File: config.mk
export PLATFORM = sky130hd
export DESIGN_NAME = ddc_ratio_snoop
export DESIGN_NICKNAME = d
export VERILOG_FILES = /design/src/rtl/ddc_snoop_pkg.sv /design/src/rtl/ddc_line_sync.sv /design/src/rtl/ddc_bit_framer.sv /design/src/rtl/ddc_reg_tracker.sv /design/src/rtl/ddc_ratio_snoop.sv
export SDC_FILE = /design/constraint.sdc
export NUM_CORES = 1
export LEC_CHECK = 0
export ABC_AREA = 1
export CAP_MARGIN = 30
export CORE_MARGIN = 1.5
export CORE_UTILIZATION = 53
export CTS_CLUSTER_DIAMETER = 100
export DETAILED_ROUTE_END_ITERATION = 8
export PLACE_DENSITY_LB_ADDON = 0.08
export RECOVER_POWER = 100
export SYNTH_ARGS = -nofsm -noshare
export SYNTH_HDL_FRONTEND = slang
export SYNTH_HIERARCHICAL = 1
export SYNTH_SLANG_ARGS = --single-unit
File: constraint.sdc
create_clock -name clk_i -period 1.6 [get_ports clk_i]
set_clock_uncertainty 0.1 [all_clocks]
set_input_delay 0.48 -clock clk_i [delete_from_list [all_inputs] [get_ports clk_i]]
set_output_delay 0.48 -clock clk_i [all_outputs]
set_load 0.1 [all_outputs]
File: src/rtl/ddc_snoop_pkg.sv
package ddc_snoop_pkg;
  localparam int BYTE_W = 8;
  localparam int CNT_W  = $clog2(BYTE_W + 1);

  typedef enum logic [1:0] {
    PH_ADDR = 2'd0,
    PH_OFFS = 2'd1,
    PH_DATA = 2'd2,
    PH_SKIP = 2'd3
  } snoop_phase_e;
endpackage

File: src/rtl/ddc_line_sync.sv
module ddc_line_sync #(
  parameter int STAGES = 2
) (
  input  logic clk_i,
  input  logic rst_ni,
  input  logic scl_i,
  input  logic sda_i,
  output logic sda_o,
  output logic scl_rise_o,
  output logic start_o,
  output logic stop_o
);
  // bit 1 = scl, bit 0 = sda; idle bus is high
  logic [STAGES-1:0][1:0] chain_q;
  logic [1:0]             prev_q;
  logic [1:0]             cur;

  always_ff @(posedge clk_i or negedge rst_ni) begin
    if (!rst_ni) begin
      chain_q <= '1;
      prev_q  <= 2'b11;
    end else begin
      for (int k = STAGES - 1; k > 0; k--) chain_q[k] <= chain_q[k-1];
      chain_q[0] <= {scl_i, sda_i};
      prev_q     <= chain_q[STAGES-1];
    end
  end

  assign cur        = chain_q[STAGES-1];
  assign sda_o      = cur[0];
  assign scl_rise_o = cur[1] & ~prev_q[1];
  assign start_o    = cur[1] & prev_q[1] & prev_q[0] & ~cur[0];
  assign stop_o     = cur[1] & prev_q[1] & ~prev_q[0] & cur[0];
endmodule

File: src/rtl/ddc_bit_framer.sv
module ddc_bit_framer
  import ddc_snoop_pkg::*;
(
  input  logic              clk_i,
  input  logic              rst_ni,
  input  logic              sda_i,
  input  logic              scl_rise_i,
  input  logic              start_i,
  input  logic              stop_i,
  output logic [BYTE_W-1:0] byte_o,
  output logic              byte_ok_o,
  output logic              byte_nak_o,
  output logic [CNT_W-1:0]  bit_cnt_o
);
  logic              active_q;
  logic [CNT_W-1:0]  cnt_q;
  logic [BYTE_W-1:0] shift_q;

  always_ff @(posedge clk_i or negedge rst_ni) begin
    if (!rst_ni) begin
      active_q   <= 1'b0;
      cnt_q      <= '0;
      shift_q    <= '0;
      byte_ok_o  <= 1'b0;
      byte_nak_o <= 1'b0;
    end else begin
      byte_ok_o  <= 1'b0;
      byte_nak_o <= 1'b0;
      if (start_i) begin
        active_q <= 1'b1;
        cnt_q    <= '0;
      end else if (stop_i) begin
        active_q <= 1'b0;
        cnt_q    <= '0;
      end else if (active_q && scl_rise_i) begin
        if (cnt_q == CNT_W'(BYTE_W)) begin
          // acknowledge slot: low = ACK
          cnt_q      <= '0;
          byte_ok_o  <= ~sda_i;
          byte_nak_o <= sda_i;
        end else begin
          shift_q <= {shift_q[BYTE_W-2:0], sda_i};
          cnt_q   <= cnt_q + 1'b1;
        end
      end
    end
  end

  assign byte_o    = shift_q;
  assign bit_cnt_o = cnt_q;
endmodule

File: src/rtl/ddc_reg_tracker.sv
module ddc_reg_tracker
  import ddc_snoop_pkg::*;
#(
  parameter logic [6:0]        DEV_ADDR = 7'h54,
  parameter logic [BYTE_W-1:0] REG_OFF  = 8'h20,
  parameter int                SEL_BIT  = 1
) (
  input  logic              clk_i,
  input  logic              rst_ni,
  input  logic              start_i,
  input  logic              stop_i,
  input  logic [BYTE_W-1:0] byte_i,
  input  logic              byte_ok_i,
  input  logic              byte_nak_i,
  input  logic              hpd_i,
  input  logic              snoop_dis_i,
  input  logic              force_val_i,
  output logic              flag_o
);
  localparam logic [BYTE_W-1:0] WR_ADDR = {DEV_ADDR, 1'b0};

  snoop_phase_e      phase_q;
  logic [BYTE_W-1:0] ptr_q;
  logic              hit;

  assign hit = byte_ok_i && (phase_q == PH_DATA) && (ptr_q == REG_OFF);

  always_ff @(posedge clk_i or negedge rst_ni) begin
    if (!rst_ni) begin
      phase_q <= PH_SKIP;
      ptr_q   <= '0;
    end else if (start_i) begin
      phase_q <= PH_ADDR;
    end else if (stop_i || byte_nak_i) begin
      phase_q <= PH_SKIP;
    end else if (byte_ok_i) begin
      unique case (phase_q)
        PH_ADDR: phase_q <= (byte_i == WR_ADDR) ? PH_OFFS : PH_SKIP;
        PH_OFFS: begin
          ptr_q   <= byte_i;
          phase_q <= PH_DATA;
        end
        PH_DATA: ptr_q <= ptr_q + 1'b1;
        default: ;
      endcase
    end
  end

  always_ff @(posedge clk_i or negedge rst_ni) begin
    if (!rst_ni)          flag_o <= 1'b0;
    else if (!hpd_i)      flag_o <= 1'b0;
    else if (snoop_dis_i) flag_o <= force_val_i;
    else if (hit)         flag_o <= byte_i[SEL_BIT];
  end
endmodule

File: src/rtl/ddc_ratio_snoop.sv
module ddc_ratio_snoop
  import ddc_snoop_pkg::*;
#(
  parameter int                SYNC_STAGES = 2,
  parameter logic [6:0]        DEV_ADDR    = 7'h54,
  parameter logic [BYTE_W-1:0] REG_OFF     = 8'h20,
  parameter int                SEL_BIT     = 1
) (
  input  logic clk_i,
  input  logic rst_ni,
  input  logic scl_i,
  input  logic sda_i,
  input  logic hpd_i,
  input  logic snoop_dis_i,
  input  logic force_val_i,
  output logic ratio40_o
);
  logic              sda_s;
  logic              scl_rise;
  logic              bus_start;
  logic              bus_stop;
  logic [BYTE_W-1:0] rx_byte;
  logic              byte_ok;
  logic              byte_nak;
  logic [CNT_W-1:0]  bit_cnt;

  ddc_line_sync #(.STAGES(SYNC_STAGES)) u_sync (
    .clk_i      (clk_i),
    .rst_ni     (rst_ni),
    .scl_i      (scl_i),
    .sda_i      (sda_i),
    .sda_o      (sda_s),
    .scl_rise_o (scl_rise),
    .start_o    (bus_start),
    .stop_o     (bus_stop)
  );

  ddc_bit_framer u_framer (
    .clk_i      (clk_i),
    .rst_ni     (rst_ni),
    .sda_i      (sda_s),
    .scl_rise_i (scl_rise),
    .start_i    (bus_start),
    .stop_i     (bus_stop),
    .byte_o     (rx_byte),
    .byte_ok_o  (byte_ok),
    .byte_nak_o (byte_nak),
    .bit_cnt_o  (bit_cnt)
  );

  ddc_reg_tracker #(
    .DEV_ADDR (DEV_ADDR),
    .REG_OFF  (REG_OFF),
    .SEL_BIT  (SEL_BIT)
  ) u_track (
    .clk_i       (clk_i),
    .rst_ni      (rst_ni),
    .start_i     (bus_start),
    .stop_i      (bus_stop),
    .byte_i      (rx_byte),
    .byte_ok_i   (byte_ok),
    .byte_nak_i  (byte_nak),
    .hpd_i       (hpd_i),
    .snoop_dis_i (snoop_dis_i),
    .force_val_i (force_val_i),
    .flag_o      (ratio40_o)
  );
endmodule

* Yosys cells after proc, flatten, opt, wreduce, memory -nomap -nowiden *
Cells that the tools add are included.

operators by class
  reduce and logical (&&, ||, !) cells = 13
  equality and inequality tests = 6
  muxes and demuxes = 23
  bitwise logic cells = 13
  add/subtract/negate cells = 2

operators with widths
  kind                                                   count
  two-way mux 4 bit                                      4
  case mux 8 bit (2 select lines)                        1
  two-way mux 1 bit                                      13
  adder 8 x 1 -> 8 bit, second input constant            1
  == test 8 x 6 -> 1 bit, second input constant          1
  == test 8 bit, second input constant                   1
  two-way mux 2 bit                                      4
  AND reduction 4 bit                                    2
  inverter 1 bit                                         7
  AND 1 bit                                              6
  nonzero test 3 bit                                     2
  adder 4 x 1 -> 4 bit, second input constant            1
  == test 4 bit, second input constant                   1
  case mux 2 bit (2 select lines)                        1
  nonzero test 2 bit                                     2
  nonzero test 4 bit                                     1
  logical AND 1 bit                                      3
  inequality test 3 x 1 -> 1 bit, second input constant  1
  == test 2 x 1 -> 1 bit, second input constant          1
  == test 2 bit, second input constant                   1
  logical NOT 2 bit                                      1
  AND reduction 2 bit                                    1
  logical OR 1 bit                                       1

storage, ports and cells
  register bits after elaboration = 32
  output and inout port bits = 1
  logic and storage cells = 68
  input port bits = 7

* Depth between registers and ports, before layout *
  depth after elaboration = 6
  gate-level depth with buffers = 10
  depth with buffers taken out = 10

* Cells and area by module *
Netlist, hierarchy kept.

modules (own cells, without submodules)
  module           area an instance (sq um)  cells each  instances  seq. area each (sq um)
  ddc_reg_tracker  868.3                     133         1          277.8
  ddc_bit_framer   701.9                     71          1          375.4
  ddc_line_sync    191.4                     15          1          157.7

* Worst setup path before layout *
Ideal clock, no wire load.

  path type = reg-to-reg
  start point = reg u_sync.chain_q (netlist bit u_sync/cur[1])
  end point = reg u_framer.shift_q[7], in the netlist u_framer/byte_o[7]
  cell stages (with the launch flop) = 9
  buffers on the path = 1
  data required time = 1.377 ns
  period minus slack after synthesis = 1.554 ns
  arrival = 1.331 ns
  setup time = 0.123 ns
  slack = 0.046 ns
  cell sequence = dfstp_2 > nand2_1 > nor2_1 > nor2_4 > nand2_2 > nor2_4 > buf_6 > nand2_1 > nand2_1

on the way
  cells in the longest elaborated chain, start to end = 5
  elaborated cells between the ends (all ways) = 10
  those cells by class = bitwise: 8; reduce/logical: 2

RTL lines
  what                                  line                   source
  start: declaration                    ddc_line_sync.sv:14    logic [STAGES-1:0][1:0] chain_q;
  AND 1 bit (3 in a row)                ddc_line_sync.sv:32    assign start_o = cur[1] & prev_q[1] & prev_q[0] & ~cur[0];
  via bus_start                         ddc_ratio_snoop.sv:20  logic bus_start;
  inverter 1 bit (no source line)       n/a
  AND reduction 4 bit (no source line)  n/a
  end signal: assignment                ddc_bit_framer.sv:42   shift_q <= {shift_q[BYTE_W-2:0], sda_i};
  end: declaration                      ddc_bit_framer.sv:17   logic [BYTE_W-1:0] shift_q;

The timed path passes the listed nets, and every way through them passes these cells.
A chain may end at the register's enable or synchronous reset.

* Final worst setup path *
  start point = reg u_track.phase_q[1]
  end point = reg u_track.ptr_q[1]

on the way
  cells in the longest elaborated chain, start to end = 3
  elaborated cells between the ends (all ways) = 5
  those cells by class = eq/ne: 2; mux: 1; reduce/logical: 2

RTL lines
  what                                                     line                   source
  start: declaration                                       ddc_reg_tracker.sv:22  snoop_phase_e phase_q;
  start signal: assignment                                 ddc_reg_tracker.sv:38  PH_ADDR: phase_q <= (byte_i == WR_ADDR) ? PH_OFFS : PH_SKIP;
  == test 2 x 1 -> 1 bit or == test 2 bit (tied branches)  ddc_reg_tracker.sv:37  unique case (phase_q)
  nonzero test 2 bit (no source line)                      n/a
  AND reduction 4 bit (no source line)                     n/a
  end signal: assignment                                   ddc_reg_tracker.sv:40  ptr_q <= byte_i;
  end signal: assignment                                   ddc_reg_tracker.sv:43  PH_DATA: ptr_q <= ptr_q + 1'b1;
  end: declaration                                         ddc_reg_tracker.sv:23  logic [BYTE_W-1:0] ptr_q;

Several ways; a longest one is shown, not always the timed one.

==> impl_metrics.prom <==
# TYPE chip_impl_metric gauge
chip_impl_metric{name="fin_nets",unit=""} 261
chip_impl_metric{name="drt_first_iter_violations",unit=""} 92
chip_impl_metric{name="number_of_instances_in_the_synthesized_netlist",unit=""} 219
chip_impl_metric{name="critPathArrivalTime",unit="ns"} 1.76
chip_impl_info{name="startpoint_type",value="register"} 1
chip_impl_metric{name="timing.reg2reg.setup_slack",unit="ns"} 0.002
chip_impl_info{name="tritoncts",value="built"} 1
chip_impl_metric{name="port_buffers",unit=""} 7
chip_impl_metric{name="path_max_fanout",unit=""} 5
chip_impl_metric{name="number_of_warnings_printed_during_yosys_synthesis",unit=""} 6
chip_impl_info{name="endpoint",value="u_track/ptr_q[1]"} 1
chip_impl_metric{name="power.static_leakage",unit="uW"} 0.00102
chip_impl_metric{name="row_count",unit=""} 20
chip_impl_metric{name="period_utilization",unit=""} 0.999
chip_impl_info{name="grt_setup_unrepaired",value="true"} 1
chip_impl_info{name="rr_startpoint",value="u_track/phase_q[1]"} 1
chip_impl_metric{name="stdcell_count",unit=""} 292
chip_impl_metric{name="dpl.hpwl",unit="um"} 2620
chip_impl_metric{name="routed_vias_inst",unit=""} 5.02
chip_impl_metric{name="final-setup-viol-count",unit=""} 0
chip_impl_info{name="clock-root-buffer",value="clkbuf_4"} 1
chip_impl_metric{name="timing.slew.headroom",unit=""} 0.470
chip_impl_info{name="ys_top_cells_by_area",value="dfrtp_1 (34%), nand2_1 (15%), dfstp_2 (12%)"} 1
chip_impl_metric{name="design.core.area",unit="mm^2"} 0.00310
chip_impl_metric{name="floorplan.initialDensity",unit=""} 0.568
chip_impl_metric{name="vias",unit=""} 1465
chip_impl_metric{name="synthDistinctLibCells",unit=""} 27
chip_impl_metric{name="io_pins",unit=""} 8
chip_impl_info{name="critPathCaptureType",value="register"} 1
chip_impl_info{name="critical_path_class",value="register to register"} 1
chip_impl_info{name="critPathLaunch",value="u_track/phase_q[1]"} 1
chip_impl_info{name="outcome",value="complete, no violations"} 1
chip_impl_metric{name="drt_pass1_iterations",unit=""} 4
chip_impl_metric{name="postSynthAreaPerCell",unit="um^2"} 8.04
chip_impl_metric{name="number_of_global_route_vias_before_repair",unit=""} 1360
chip_impl_metric{name="synth_top_area_share",unit=""} 0.341
chip_impl_metric{name="synth_sequential_area_ratio",unit=""} 0.460
chip_impl_metric{name="area.growth.synth_to_final",unit="%"} 19.4
chip_impl_metric{name="drv_cap",unit=""} 0
chip_impl_info{name="worst_min_path_class",value="register to register"} 1
chip_impl_metric{name="max_freq",unit="MHz"} 626
chip_impl_metric{name="setup_slack_of_the_critical_path_after_layout",unit="ns"} 0.00151
chip_impl_metric{name="h_tree_levels",unit=""} 2
chip_impl_metric{name="worst-slew-pin-transition",unit="ns"} 0.794
chip_impl_metric{name="final_slew_violations",unit=""} 0
chip_impl_metric{name="netlist_area",unit="mm^2"} 0.00176
chip_impl_metric{name="power.density",unit="mW/mm^2"} 976
chip_impl_metric{name="chipHeight",unit="um"} 60.7
chip_impl_metric{name="first_pass_grt_wire_length",unit="um"} 6030
chip_impl_metric{name="clkSinkCount",unit=""} 32
chip_impl_metric{name="irDropWorstVdd",unit="mV"} 0.716
chip_impl_metric{name="mappedNetlistNets",unit=""} 233
chip_impl_metric{name="yosys_register_bits",unit=""} 32
chip_impl_metric{name="wire_per_inst",unit="um"} 12.5
chip_impl_metric{name="filler_cell_count",unit=""} 284
chip_impl_metric{name="grt_antenna_before_repair",unit=""} 0
chip_impl_metric{name="cts-buffers-inserted",unit=""} 5
chip_impl_metric{name="gpl.final_weighted_congestion",unit=""} 0.842
chip_impl_metric{name="ff2ff_path_depth",unit=""} 7
chip_impl_info{name="rr_endpoint",value="u_track/ptr_q[1]"} 1
chip_impl_metric{name="chipWidth",unit="um"} 60.7
chip_impl_metric{name="grt_start_max_net_pins",unit=""} 33
chip_impl_metric{name="max-clock-path-buffers",unit=""} 2
chip_impl_metric{name="grt-ovfl-total",unit=""} 0
chip_impl_metric{name="final_instance_area",unit="mm^2"} 0.00210
chip_impl_metric{name="drive_above_1_share",unit=""} 0.274
chip_impl_info{name="yosysTopAreaCell",value="dfrtp_1"} 1
chip_impl_metric{name="grtUsageTotal",unit=""} 0.230
chip_impl_metric{name="n_antenna_cell",unit=""} 0
chip_impl_metric{name="fp.dieArea",unit="mm^2"} 0.00368
chip_impl_metric{name="remaining_drc_errors",unit=""} 0
chip_impl_metric{name="final_core_util",unit=""} 0.678
chip_impl_metric{name="insertion_delay",unit="ns"} 0.34
chip_impl_metric{name="placed_area",unit="mm^2"} 0.00195
chip_impl_metric{name="layout_min_cycle_time",unit="ns"} 1.60
chip_impl_metric{name="clk_pin_slew_worst_paths",unit="ns"} 0.10
chip_impl_metric{name="timing.critical_path.required",unit="ns"} 1.77
chip_impl_metric{name="drt.antenna.violating_nets",unit=""} 0
chip_impl_metric{name="hold_violations",unit=""} 0
chip_impl_metric{name="totalWireLength",unit="um"} 3660
chip_impl_metric{name="postCtsHoldBufs",unit=""} 0
chip_impl_metric{name="placed_cells",unit=""} 277
chip_impl_metric{name="dpl_worst_slack",unit="ns"} -0.0292
worst max-delay path, cell delays in order (launching register included):
cell      delay, ns
dfstp_2        0.57
inv_2          0.06
ha_4           0.27
nand2_4        0.06
nor2_8         0.18
buf_4          0.14
o211ai_1       0.08
o21ai_0        0.09
cells in the final DEF (no fill, tap or decap), types with 2 or more instances in the layout:
cell | netlist | final
clkdlybuf4s50_1 | 0 | 3
nand3_1 | 14 | 14
clkbuf_4 | 0 | 5
ha_1 | 7 | 5
nor2_1 | 20 | 14
buf_4 | 0 | 15
dfrtp_1 | 24 | 24
o21ai_1 | 1 | 8
xor2_1 | 2 | 2
nand2_2 | 7 | 7
clkbuf_1 | 0 | 2
dlygate4sd3_1 | 0 | 3
nor2_4 | 3 | 6
o21ai_0 | 18 | 10
nor2_2 | 1 | 4
clkbuf_2 | 0 | 2
dfstp_2 | 8 | 7
nor3_1 | 3 | 3
inv_1 | 23 | 18
nand2_1 | 70 | 69
inv_2 | 3 | 7
cell type report:
| type | instances | area, um^2 | area share |
|---|---|---|---|
| Clock buffer | 8 | 58.8 | 0.0280 |
| Inverter | 27 | 111 | 0.0529 |
| Multi-Input combinational cell | 157 | 873 | 0.415 |
| Sequential cell | 32 | 811 | 0.385 |
| Tap cell | 44 | 55.1 | 0.0262 |
| Timing Repair Buffer | 24 | 194 | 0.0922 |
per-layer routing:
layer  vias up  routed length (um)  track usage
li1        738                   -            -
met1       683                1690        0.307
met2        39                1710        0.339
met3         5                 184       0.0704
met4         0                  73        0.115
met5         -                   0            0
worst min path at each step:
stage,cells after the start,endpoint,start
after floorplan,0,u_framer/active_q,rst_ni
after global placement,0,u_sync/cur[1],u_sync/chain_q[1]
after detailed placement,0,u_sync/cur[1],u_sync/chain_q[1]
after CTS,0,u_sync/cur[1],u_sync/chain_q[1]
after global routing,0,u_sync/cur[1],u_sync/chain_q[1]
final,0,u_sync/cur[1],u_sync/chain_q[1]
power by group:
group | total (uW) | internal, uW | switching [uW]
combinational | 521 | 212 | 309
sequential | 1040 | 926 | 116
clock | 489 | 217 | 273
cell usage after synthesis (all sizes together):
library cell and instances:
a21o 1, a21oi 2, buf 3, dfrtp 24, dfstp 8, ha 7
inv 27, nand2 77, nand3 16, nand4 1, nor2 25, nor3 3
nor3b 1, o211ai 1, o21ai 19, o21bai 1, or2 1, xor2 2
kinds of logic (layout without fill, tap and decap cells):
kind of cell	count (synthesis)	after routing	share of synthesized area
DFF	32	32	0.460
buffers and inverters	30	59	0.0781
xor gates and xnor gates	2	2	0.00994
AOI/OAI and AO/OA	24	24	0.0732
and+or+nand+nor	124	124	0.329
adders and majority gates	7	7	0.0497
registers in the layout (all words and copies together) (netlist names):
name	count
u_track/ptr_q	8
u_framer/active_q	1
u_framer/byte_o	8
u_sync/cur	2
u_sync/prev_q	2
u_track/phase_q	2
u_framer/byte_nak_o	1
u_framer/byte_ok_o	1
u_track/flag_o	1
u_framer/bit_cnt_o	4
u_sync/chain_q	2
stage by stage:
step	hold WS [ns]	power, uW	TNS [ns]
after floorplan	0.0844	1330	0
after global placement	0.252	1480	-0.000216
after detailed placement	0.254	1510	-0.102
after CTS	0.270	2020	-0.0250
after global routing	0.272	2190	-0.340
final	0.266	2050	0
timing repair:
| item | 4_1_cts | 5_1_grt |
|---|---|---|
| pin swaps | 4 | 8 |
| setup endpoints to repair | 11 | 24 |
| hold endpoints to repair | 0 | 0 |
| buffers inserted | 3 | 5 |
| gates resized for setup | 5 | 30 |
Power figures use the tool's default switching activity.
